[config.mk]
export PLATFORM = sky130hd
export DESIGN_NAME = pctl_regs
export DESIGN_NICKNAME = d
export VERILOG_FILES = /design/src/rtl/pctl_pkg.sv /design/src/rtl/pctl_decode.sv /design/src/rtl/pctl_port.sv /design/src/rtl/pctl_regs.sv
export SDC_FILE = /design/constraint.sdc
export NUM_CORES = 1
export LEC_CHECK = 0
export BUFFER_PORTS_ARGS = -buffer_cell sky130_fd_sc_hd__buf_2
export CAP_MARGIN = 20
export CORE_AREA = 2 2 70 72
export DETAILED_ROUTE_END_ITERATION = 10
export DIE_AREA = 0 0 72 74
export PLACE_DENSITY = 0.74
export SYNTH_ARGS = -nofsm -noshare
export SYNTH_HDL_FRONTEND = slang
export SYNTH_SLANG_ARGS = --single-unit
[constraint.sdc]
create_clock -name clk -period 1.89 [get_ports clk]
set_clock_uncertainty 0.15 [all_clocks]
set_input_delay 0.2835 -clock clk [delete_from_list [all_inputs] [get_ports clk]]
set_output_delay 0.2835 -clock clk [all_outputs]
set_load 0.02 [all_outputs]
[src/rtl/pctl_pkg.sv]
package pctl_pkg;
  localparam int          WIN_BITS  = 13;
  localparam logic [12:0] OFS_SET   = 13'h1000;
  localparam logic [12:0] OFS_CLR   = 13'h1004;

  localparam int B_PRST   = 0;
  localparam int B_DRST   = 1;
  localparam int B_INIT   = 2;
  localparam int B_READY  = 31;
  localparam logic [31:0] CFG_MASK = (32'd1 << 3) | (32'd1 << 5) | (32'd1 << 6)
                                   | (32'd1 << 10) | (32'd1 << 13);

  // next value of the configuration field for one write cycle
  function automatic logic [31:0] cfg_next(input logic [31:0] cfg, input logic set_we,
                                           input logic clr_we, input logic [31:0] d);
    logic [31:0] up, dn;
    up = set_we ? (d & CFG_MASK) : 32'd0;
    dn = clr_we ? (d & CFG_MASK) : 32'd0;
    return (cfg | up) & ~dn;
  endfunction

  function automatic logic [31:0] pack_status(input logic ready, input logic prst,
                                              input logic drst, input logic init,
                                              input logic [31:0] cfg);
    logic [31:0] s;
    s = cfg & CFG_MASK;
    s[B_PRST]  = prst;
    s[B_DRST]  = drst;
    s[B_INIT]  = init;
    s[B_READY] = ready;
    return s;
  endfunction
endpackage

[src/rtl/pctl_decode.sv]
module pctl_decode #(
  parameter int NP  = 2,
  parameter int PIW = 1,
  parameter int AW  = 14
) (
  input  logic [AW-1:0]  addr,
  output logic [PIW-1:0] port_idx,
  output logic           hit_set,
  output logic           hit_clr
);
  import pctl_pkg::*;
  logic in_range;

  always_comb begin
    port_idx = addr[AW-1:WIN_BITS];
    in_range = (int'(port_idx) < NP);
    hit_set  = in_range && (addr[WIN_BITS-1:0] == OFS_SET);
    hit_clr  = in_range && (addr[WIN_BITS-1:0] == OFS_CLR);
  end
endmodule

[src/rtl/pctl_port.sv]
module pctl_port #(
  parameter int OPC = 8
) (
  input  logic        clk,
  input  logic        rst_n,
  input  logic        set_we,
  input  logic        clr_we,
  input  logic [31:0] wdata,
  input  logic        link_up,
  output logic [31:0] status,
  output logic        in_reset,
  output logic        ready_o,
  output logic        op_done
);
  import pctl_pkg::*;
  localparam int CW = $clog2(OPC + 1);

  logic          prst, drst, init, ready;
  logic [31:0]   cfg;
  logic [CW-1:0] cnt;
  logic          busy, prst_nxt, start;

  always_comb begin
    busy     = drst | init;
    op_done  = busy && (cnt == '0) && (!drst || link_up);
    prst_nxt = (prst | (set_we & wdata[B_PRST])) & ~(clr_we & wdata[B_PRST]);
    start    = set_we && (wdata[B_DRST] || wdata[B_INIT]) && !prst && !wdata[B_PRST];
  end

  always_ff @(posedge clk) begin
    if (!rst_n) begin
      prst  <= 1'b1;
      drst  <= 1'b0;
      init  <= 1'b0;
      ready <= 1'b0;
      cfg   <= '0;
      cnt   <= '0;
    end else begin
      prst <= prst_nxt;
      if (prst_nxt) begin
        drst  <= 1'b0;
        init  <= 1'b0;
        ready <= 1'b0;
        cfg   <= '0;
        cnt   <= '0;
      end else begin
        cfg <= cfg_next(cfg, set_we, clr_we, wdata);
        if (start) begin
          drst  <= drst | wdata[B_DRST];
          init  <= init | wdata[B_INIT];
          cnt   <= CW'(OPC - 1);
          ready <= 1'b0;
        end else if (op_done) begin
          drst  <= 1'b0;
          init  <= 1'b0;
          ready <= 1'b1;
        end else if (busy && cnt != '0) begin
          cnt <= cnt - 1'b1;
        end
      end
    end
  end

  assign status   = pack_status(ready, prst, drst, init, cfg);
  assign in_reset = prst;
  assign ready_o  = ready;
endmodule

[src/rtl/pctl_regs.sv]
module pctl_regs #(
  parameter int NP  = 2,
  parameter int OPC = 8,
  localparam int PIW = (NP > 1) ? $clog2(NP) : 1,
  localparam int AW  = 13 + PIW
) (
  input  logic          clk,
  input  logic          rst_n,
  input  logic          bus_we,
  input  logic          bus_re,
  input  logic [AW-1:0] bus_addr,
  input  logic [31:0]   bus_wdata,
  input  logic [NP-1:0] link_up,
  output logic [31:0]   rd_data,
  output logic          rd_valid,
  output logic [NP-1:0] port_ready,
  output logic [NP-1:0] port_in_reset
);
  logic [PIW-1:0]       port_idx;
  logic                 hit_set, hit_clr;
  logic [NP-1:0][31:0]  status_vec;
  logic [NP-1:0]        op_done;

  pctl_decode #(.NP(NP), .PIW(PIW), .AW(AW)) u_dec (
    .addr(bus_addr), .port_idx(port_idx), .hit_set(hit_set), .hit_clr(hit_clr)
  );

  for (genvar g = 0; g < NP; g++) begin : g_port
    logic sel;
    assign sel = (port_idx == PIW'(g));
    pctl_port #(.OPC(OPC)) u_port (
      .clk(clk), .rst_n(rst_n),
      .set_we(bus_we & hit_set & sel),
      .clr_we(bus_we & hit_clr & sel),
      .wdata(bus_wdata), .link_up(link_up[g]),
      .status(status_vec[g]), .in_reset(port_in_reset[g]),
      .ready_o(port_ready[g]), .op_done(op_done[g])
    );
  end

  always_ff @(posedge clk) begin
    if (!rst_n) begin
      rd_valid <= 1'b0;
      rd_data  <= '0;
    end else begin
      rd_valid <= bus_re;
      rd_data  <= (bus_re && hit_set) ? status_vec[port_idx] : 32'd0;
    end
  end
endmodule

==> results of run 1 <==
==> kinds of logic after synthesis <==
kind of cell	after synthesis
AO/OA/AOI/OAI	40
buffers and inverters	38
AND/OR/NAND/NOR	57
multiplexers	15
XOR/XNOR	4
flip-flops	36
adder cells (fa/ha/maj)	2
other	1
==> critical path, cell delays in order <==
cell,delay (ns)
buf_2,0.10
or4_4,0.61
nor4_4,0.36
buf_4,0.23
a21oi_2,0.07
a311oi_2,0.23
==> where the power goes <==
group | switching (uW) | internal, uW | total (uW)
combinational | 80.3 | 34.2 | 114
clock | 252 | 324 | 576
sequential | 0.319 | 759 | 760
==> final cells by class <==
| class | instances | area, um2 |
|---|---|---|
| clock buffers | 7 | 96.34 |
| inverters | 4 | 15.01 |
| multi-input cells | 141 | 960.9 |
| flip-flops and latches | 36 | 720.7 |
| repair buffers | 56 | 330.3 |
| fillers | 446 | 2407 |
| well taps | 54 | 67.56 |
==> flip-flops by register name, summed over array words and instances (netlist names) <==
| signal | count |
|---|---|
| rd_data | 9 |
| g_port.u_port.init | 2 |
| rd_valid | 1 |
| g_port.u_port.cnt | 8 |
| g_port.u_port.in_reset | 2 |
| g_port.u_port.drst | 2 |
| g_port.u_port.cfg | 10 |
| g_port.u_port.ready_o | 2 |
==> synth_stat cells <==
master / number
nand3b_1: 1
ha_1: 2
clkbuf_1: 2
o21ai_0: 2
a21boi_0: 2
xnor2_1: 4
a311oi_1: 8
nand2_1: 7
nor4_1: 2
dfxtp_1: 36
conb_1: 1
inv_1: 4
or4_4: 2
a31oi_1: 4
nor3b_1: 8
nor3_1: 2
nor4_4: 2
nor2_1: 15
nand3_1: 7
or4b_4: 1
nand2b_1: 1
buf_1: 1
nor2b_1: 2
or3_1: 2
mux2i_1: 11
a311oi_2: 2
mux2_2: 4
buf_4: 29
nor4_2: 2
buf_6: 2
and2_1: 2
nand4bb_1: 1
a21oi_1: 22
==> layer usage <==
| metal | up-vias | share of wire [%] |
|---|---|---|
| met3 | 5 | 4.7 |
| li1 | 751 | - |
| met4 | 0 | 1.5 |
| met1 | 678 | 43 |
| met2 | 42 | 50 |
| met5 | - | 0 |
==> metrics by stage <==
stage                     area [um2]  cells  utilization, %  setup WS, ns
after global routing            2191    298           47.65     -0.005729
final                           2191    298           47.65       0.06373
after detailed placement        2087    290           45.39       -0.2512
after CTS                       2183    297           47.48       0.05315
after floorplan                 1949    215               -      -0.09691
after global placement          2087    290           45.39       -0.2102
==> worst paths after layout <==
path / end / depth (start not counted) / from
max: g_port[1].u_port.cfg[6] / 6 / bus_addr[10]
min: g_port[1].u_port.cfg[10] / 2 / bus_wdata[10]
max reg2reg: g_port[1].u_port.cnt[1] / 7 / g_port[1].u_port.cnt[0]
min reg2reg: rd_data[6] / 2 / g_port[0].u_port.cfg[6]
==> what timing repair did <==
| action | 4_1_cts | 5_1_grt |
|---|---|---|
| setup endpoints to repair | 0 | 6 |
| buffers inserted | 0 | 1 |
| gates resized for setup | 0 | 0 |
==> impl_metrics.py, run 1 <==
metrics = {
    "clock_network": {
        "numCtsBuffers": 5,
        "cts_tree": "done",
        "clkLatencyLatePin_ns": 0.28,
        "cts_sinks": 36,
        "cts_root_buf": "clkbuf_8",
        "cts_max_path_buffers": 2,
        "ctsHoldBuffers": 0,
        "htree_levels": 2,
        "clk_pin_slew_ns": 0.07,
    },
    "status": {
        "status": "finished clean",
    },
    "synthesis": {
        "yosys.area.top_type": "dfxtp_1",
        "ys_warn_count": 0,
        "ys_ff_latch": 36,
        "synth.area.top_cells": "dfxtp_1, buf_4, a21oi_1, mux2i_1, a311oi_1",
        "yosys.area_share.simple_pct": 20.00,
        "synth_mux_area_share_pct": 8.464,
        "synth-compound-area-share_pct": 14.20,
        "synth_cell_types": 33,
        "avgSynthCellArea_um2": 9.497,
        "syn_inst": 193,
        "yosysTopAreaCellShare_pct": 39.32,
        "synth_area_um2": 1833,
        "yosysSeqAreaShare_pct": 39.32,
        "yosys.area_share.adder_pct": 1.365,
        "synth_top_family_by_area": "simple AND/OR/NAND/NOR gates",
        "synth-xor-area-share_pct": 1.911,
    },
    "sta": {
        "holdWs_ns": 0.08707,
        "fin_crit_sh_pct": 96.63,
        "setup_viol": 0,
        "min_period_ns": 1.826,
        "slew_viol_final": 0,
        "hold_viol_final": 0,
        "max_clock_freq_ghz": 0.5476,
        "rsz0062_at_grt": "true",
        "fin_setup_tns_ns": 0,
    },
    "cells_and_area": {
        "syn_to_final_growth_pct": 19.52,
        "layout_common_cells": "buf_2, dfxtp_1, conb_1",
        "final_common_cell": "buf_2",
        "antenna_cells": 0,
        "drive_gt1_share_pct": 32.79,
        "final_nets": 298,
    },
    "floorplan": {
        "placementRows": 25,
        "core_region_area_um2": 4598,
        "die_area_um2": 5328,
        "ios": 89,
        "die_height_um": 74,
        "initial_utilization_pct": 39.86,
        "die_x_um": 72,
    },
    "global_routing": {
        "grtUsageMet3_pct": 3.252,
        "grt.total_usage_pct": 14.19,
        "overflow": 0,
        "grt_pass1_vias": 1400,
        "antenna_found_initial": 0,
        "grt_max_degree": 15,
        "grt_pass1_wl_um": 5906,
        "use_met2_pct": 25.31,
        "grt_busiest_layer": "met2",
        "met1_usage_pct": 15.75,
    },
    "drt": {
        "ant_nets": 0,
        "drt_iter0_markers": 65,
        "first_pass_iters": 4,
        "drcViolationCount": 0,
        "drt_wl_total_um": 3459,
        "wl_per_cell_um": 11.61,
        "via_count": 1476,
        "drt-vias-per-instance": 4.953,
    },
    "power": {
        "powerDensity_nw_per_um2": 662.1,
        "p_total_uw": 1451,
        "leakagePower_uw": 0.0008720,
        "ir_drop_v": 0.0002234,
    },
    "hold_path": {
        "hold_path_class": "in -> reg",
    },
    "place": {
        "dp_hpwl_um": 2659,
        "port-buffer-count": 41,
        "gp_congestion": 0.7368,
    },
    "worst_setup_path": {
        "critical_path_class": "in -> reg",
        "cp.required_ns": 1.94,
        "crit_path_max_fanout": 8,
        "arrival_ns": 1.87,
        "ff2ff_setup_slack_ns": 0.10,
        "start_kind": "primary input",
        "end_kind": "flop",
    },
    "job": {
        "cap_violations": 0,
    },
}
No activity file was read; power rests on OpenSTA's default activity.
==> inputs of run 2 (changes only) <==
--- a/config.mk
+++ b/config.mk
@@ -6,11 +6,12 @@
 export NUM_CORES = 1
 export LEC_CHECK = 0
 export BUFFER_PORTS_ARGS = -buffer_cell sky130_fd_sc_hd__buf_2
-export CAP_MARGIN = 20
+export CAP_MARGIN = 25
 export CORE_AREA = 2 2 70 72
 export DETAILED_ROUTE_END_ITERATION = 10
 export DIE_AREA = 0 0 72 74
 export PLACE_DENSITY = 0.74
+export RECOVER_POWER = 100
 export SYNTH_ARGS = -nofsm -noshare
 export SYNTH_HDL_FRONTEND = slang
 export SYNTH_SLANG_ARGS = --single-unit
==> impl_metrics.py, run 2 (same netlist as run 1, synthesis figures left out) <==
metrics = {
    "status": {
        "status": "finished clean",
    },
    "drt": {
        "drt-vias-per-instance": 4.960,
        "drcViolationCount": 0,
        "first_pass_iters": 4,
        "via_count": 1478,
        "ant_nets": 0,
        "wl_per_cell_um": 11.71,
        "drt_wl_total_um": 3490,
        "drt_iter0_markers": 64,
    },
    "clock_network": {
        "ctsHoldBuffers": 0,
        "htree_levels": 2,
        "cts_max_path_buffers": 2,
        "cts_resized": 0,
        "cts_root_buf": "clkbuf_8",
        "clk_pin_slew_ns": 0.07,
        "cts_sinks": 36,
        "cts_tree": "done",
        "numCtsBuffers": 5,
        "clkLatencyLatePin_ns": 0.28,
        "postCtsSetupRepairBufs": 0,
    },
    "global_routing": {
        "grt_pass1_wl_um": 5906,
        "grt.total_usage_pct": 14.19,
        "grt_pass1_vias": 1400,
        "overflow": 0,
        "antenna_found_initial": 0,
        "grt_max_degree": 15,
    },
    "cells_and_area": {
        "syn_to_final_growth_pct": 18.36,
        "drive_gt1_share_pct": 26.64,
        "largest_reg_flops": 10,
        "reg_top3": "g_port.u_port.cfg: 10 flops, rd_data: 9 flops, g_port.u_port.cnt: 8 flops",
        "final_common_cell": "dfxtp_1",
        "postLayoutCoreUtil_pct": 47.18,
        "fin_cells": 298,
        "layout_common_cells": "dfxtp_1, buf_2, conb_1",
        "final_nets": 298,
        "largest-register": "g_port.u_port.cfg",
        "antenna_cells": 0,
    },
    "power": {
        "leakagePower_uw": 0.0008133,
        "powerDensity_nw_per_um2": 668.9,
        "ir_drop_v": 0.0002233,
    },
    "place": {
        "gp_congestion": 0.7368,
        "place_ws_ns": -0.2512,
        "dp_hpwl_um": 2659,
        "port-buffer-count": 41,
        "dpl.cell_count": 290,
    },
    "worst_setup_path": {
        "critical_path_class": "in -> reg",
        "end_kind": "flop",
        "cp.required_ns": 1.93,
        "reg2regPathDepth": 7,
        "reg2reg_to": "g_port[1].u_port.cnt[1]",
        "ff2ff_setup_slack_ns": 0.10,
        "start_kind": "primary input",
        "arrival_ns": 1.88,
        "crit_path_max_fanout": 9,
        "worst_r2r_startpoint": "g_port[1].u_port.cnt[0]",
    },
    "hold_path": {
        "hold_path_class": "in -> reg",
        "holdPathEnd": "g_port[1].u_port.cfg[10]",
        "worstHoldStart": "bus_wdata[10]",
        "holdPathStages": 2,
    },
    "sta": {
        "worst_slack_ns": 0.05598,
        "slew_viol_final": 0,
        "min_period_ns": 1.834,
        "hold_viol_final": 0,
        "fin_crit_sh_pct": 97.04,
        "setup_viol": 0,
        "fin_setup_tns_ns": 0,
        "max_clock_freq_ghz": 0.5453,
        "rsz0062_at_grt": "true",
    },
    "floorplan": {
        "die_area_um2": 5328,
        "initial_utilization_pct": 39.86,
        "ios": 89,
        "core_region_area_um2": 4598,
        "die_height_um": 74,
        "die_x_um": 72,
        "placementRows": 25,
    },
    "job": {
        "cap_violations": 0,
    },
}
[run 2: cell count changes in the layout (fill, tap and decap cells not counted)]
cell      before  now
clkbuf_1       0   15
and2_0         0    1
buf_2         41   27
clkbuf_4       0    1
and2_1         2    1
buf_4         14   12
[run 2: layer usage]
metal / vias to the layer above / routed length (um) / global-route usage (%)
met3: 5 / 177 / 3.252
met4: 0 / 53 / 7.757
met5: - / 0 / 0
met2: 42 / 1771 / 25.31
met1: 678 / 1488 / 15.75
li1: 753 / - / -
[run 2: worst max-delay path by stage]
| stage | startpoint | endpoint | slack, ns | cells after the start |
|---|---|---|---|---|
| 5_1_grt | bus_addr[5] | g_port[1].u_port.cfg[3] | -0.006 | 6 |
| 2_1_floorplan | bus_addr[10] | g_port[0].u_port.cfg[3] | -0.1 | 5 |
| 6_report | bus_addr[10] | g_port[0].u_port.cfg[3] | 0.06 | 6 |
| 4_1_cts | bus_addr[10] | g_port[1].u_port.cfg[3] | 0.05 | 6 |
| 3_5_place_dp | bus_addr[10] | g_port[1].u_port.cfg[5] | -0.25 | 6 |
| 3_3_place_gp | bus_addr[10] | g_port[1].u_port.cfg[3] | -0.21 | 6 |
[run 2: area by class of cell]
cell class / instances / area (um2)
Inverter: 4 / 15.01
Multi-Input combinational cell: 141 / 960.9
Sequential cell: 36 / 720.7
Clock buffer: 7 / 96.34
Fill cell: 452 / 2429
Timing Repair Buffer: 56 / 309.0
Tap cell: 54 / 67.56
[run 2: critical path, stage by stage]
cell and delay [ns]:
buf_2 0.10, or4_4 0.61, nor4_4 0.32, clkbuf_4 0.26, a21oi_1 0.08, a311oi_1 0.23
[run 2: stage by stage]
step | instance area, um2 | total power [uW] | hold slack, ns
final | 2170 | 1451 | 0.08746
after global placement | 2087 | 889.1 | 0.3266
after detailed placement | 2087 | 890.0 | 0.3366
after CTS | 2183 | 1465 | 0.07785
after floorplan | 1949 | 883.4 | 0.2406
after global routing | 2170 | 1506 | 0.09047
[run 2: report_power, final]
group	switching, uW	total, uW	internal [uW]
combinational	80.3	114	33.8
sequential	0.309	760	759
clock	253	577	324
total	334	1450	1120
==> inputs of run 3 (changes only) <==
--- a/config.mk
+++ b/config.mk
@@ -7,11 +7,11 @@
 export LEC_CHECK = 0
 export BUFFER_PORTS_ARGS = -buffer_cell sky130_fd_sc_hd__buf_2
 export CAP_MARGIN = 25
-export CORE_AREA = 2 2 70 72
+export CORE_AREA = 2 2 76 78
 export DETAILED_ROUTE_END_ITERATION = 10
-export DIE_AREA = 0 0 72 74
-export PLACE_DENSITY = 0.74
+export DIE_AREA = 0 0 78 80
 export RECOVER_POWER = 100
+export SLEW_MARGIN = 20
 export SYNTH_ARGS = -nofsm -noshare
 export SYNTH_HDL_FRONTEND = slang
 export SYNTH_SLANG_ARGS = --single-unit
==> impl_metrics.py, run 3 (same netlist as run 1, synthesis figures left out) <==
metrics = {
    "status": {
        "status": "finished clean",
    },
    "clock_network": {
        "cts_resized": 0,
        "htree_levels": 2,
        "numCtsBuffers": 5,
        "cts_sinks": 36,
        "clk_pin_slew_ns": 0.07,
        "cts_max_path_buffers": 2,
        "cts_tree": "done",
        "clkLatencyLatePin_ns": 0.28,
        "postCtsSetupRepairBufs": 0,
        "cts_root_buf": "clkbuf_8",
        "ctsHoldBuffers": 0,
    },
    "hold_path": {
        "hold_path_class": "in -> reg",
    },
    "floorplan": {
        "die_height_um": 80,
        "initial_utilization_pct": 33.91,
        "die_x_um": 78,
        "die_area_um2": 6240,
        "core_region_area_um2": 5405,
        "ios": 89,
        "placementRows": 27,
    },
    "drt": {
        "first_pass_iters": 4,
        "drcViolationCount": 0,
        "via_count": 1471,
        "drt-vias-per-instance": 4.611,
        "drt_wl_total_um": 3597,
        "ant_nets": 0,
        "wl_per_cell_um": 11.28,
        "drt_iter0_markers": 47,
    },
    "place": {
        "place_area_um2": 2132,
        "gp_congestion": 0.7507,
        "place_ws_ns": -0.2570,
        "port-buffer-count": 41,
        "dp_hpwl_um": 2784,
    },
    "power": {
        "ir_drop_v": 0.0004421,
        "p_sw_uw": 346.3,
        "leakagePower_uw": 0.0008250,
        "switching_share_pct": 22.62,
        "powerDensity_nw_per_um2": 690.2,
        "p_clk_share_pct": 42.9,
        "internal_power_uw": 1185,
        "p_total_uw": 1531,
        "seqPwrFrac_pct": 49.6,
        "p_comb_share_pct": 7.5,
    },
    "sta": {
        "worst_slack_ns": 0.05610,
        "rsz0062_at_grt": "false",
        "min_period_ns": 1.834,
        "slew_viol_final": 0,
        "setup_viol": 0,
        "fin_crit_sh_pct": 97.03,
        "holdWs_ns": 0.08573,
        "hold_viol_final": 0,
        "max_clock_freq_ghz": 0.5453,
    },
    "worst_setup_path": {
        "start_kind": "primary input",
        "path_delay_family": "simple AND/OR/NAND/NOR gates",
        "cp_cell_sequence": "buf_2, or4_4, nor4_4, buf_4, buf_4, nand3_1, a31oi_1",
        "cp.required_ns": 1.96,
        "arrival_ns": 1.90,
        "end_kind": "flop",
        "path_buf_inv": 3,
        "crit_path_max_incr_delay_ns": 0.61,
        "crit_path_max_fanout": 5,
        "cpMostUsedCell": "buf_4",
        "critical_path_class": "in -> reg",
        "crit_slowest_cell": "or4_4",
    },
    "cells_and_area": {
        "layout_common_cells": "dfxtp_1, buf_2, conb_1",
        "multi_input_area_um2": 957.2,
        "largest_reg_flops": 10,
        "largest-register": "g_port.u_port.cfg",
        "postLayoutCoreUtil_pct": 41.04,
        "n_fill_cell": 570,
        "syn_to_final_growth_pct": 21.02,
        "design_area_um2": 2218,
        "seq_area_um2": 720.7,
        "final_common_cell": "dfxtp_1",
        "reg_top3": "g_port.u_port.cfg: 10 flops, rd_data: 9 flops, g_port.u_port.cnt: 8 flops",
        "antenna_cells": 0,
        "drive_gt1_share_pct": 26.72,
        "final_nets": 300,
    },
    "global_routing": {
        "grt.total_usage_pct": 12.13,
        "antenna_found_initial": 0,
        "grt_max_degree": 15,
        "grt_pass1_vias": 1315,
        "grt_pass1_wl_um": 5899,
        "overflow": 0,
    },
    "job": {
        "cap_violations": 0,
    },
}
run 3: cell count changes in the layout (fill, tap and decap cells not counted), sizes merged:
cell / delta
buf: +3
clkbuf: -2
bufinv: +1
clkinv: +1
run 3: final cells by class:
cell class	count	area share (%)
multi-input cells	141	43.15
flip-flops and latches	36	32.49
repair buffers	58	14.78
well taps	72	4.061
clock buffers	6	3.271
clock inverters	2	1.579
inverters	4	0.6768
run 3: final timing paths:
path	from	to	slack, ns	cells past startpoint
setup / recovery	bus_addr[5]	g_port[0].u_port.init	0.06	7
hold / removal	bus_wdata[3]	g_port[1].u_port.cfg[3]	0.09	2
setup reg to reg	g_port[1].u_port.cnt[0]	g_port[1].u_port.cnt[1]	0.12	7
hold reg to reg	g_port[1].u_port.cfg[5]	rd_data[5]	0.35	2
run 3: power by group through the flow:
stage                     clock network (uW)  logic (uW)  registers (uW)
after detailed placement                   0         115             777
after CTS                                683         115             759
after global routing                     711         124             759
after global placement                     0         114             777
after floorplan                            0         105             778
final                                    657         115             759
run 3: per-stage QoR:
step / setup TNS (ns) / std cells
floorplan: -1.374 / 215
global placement: -4.959 / 311
detailed placement: -5.136 / 311
CTS: 0 / 319
global route: 0 / 319
finish: 0 / 319
run 3: layer usage:
| metal | global-route usage, % | routed length [um] |
|---|---|---|
| met1 | 13.76 | 1591 |
| met2 | 20.78 | 1746 |
| met3 | 4.072 | 207 |
| met4 | 5.263 | 52 |
| met5 | 0 | 0 |
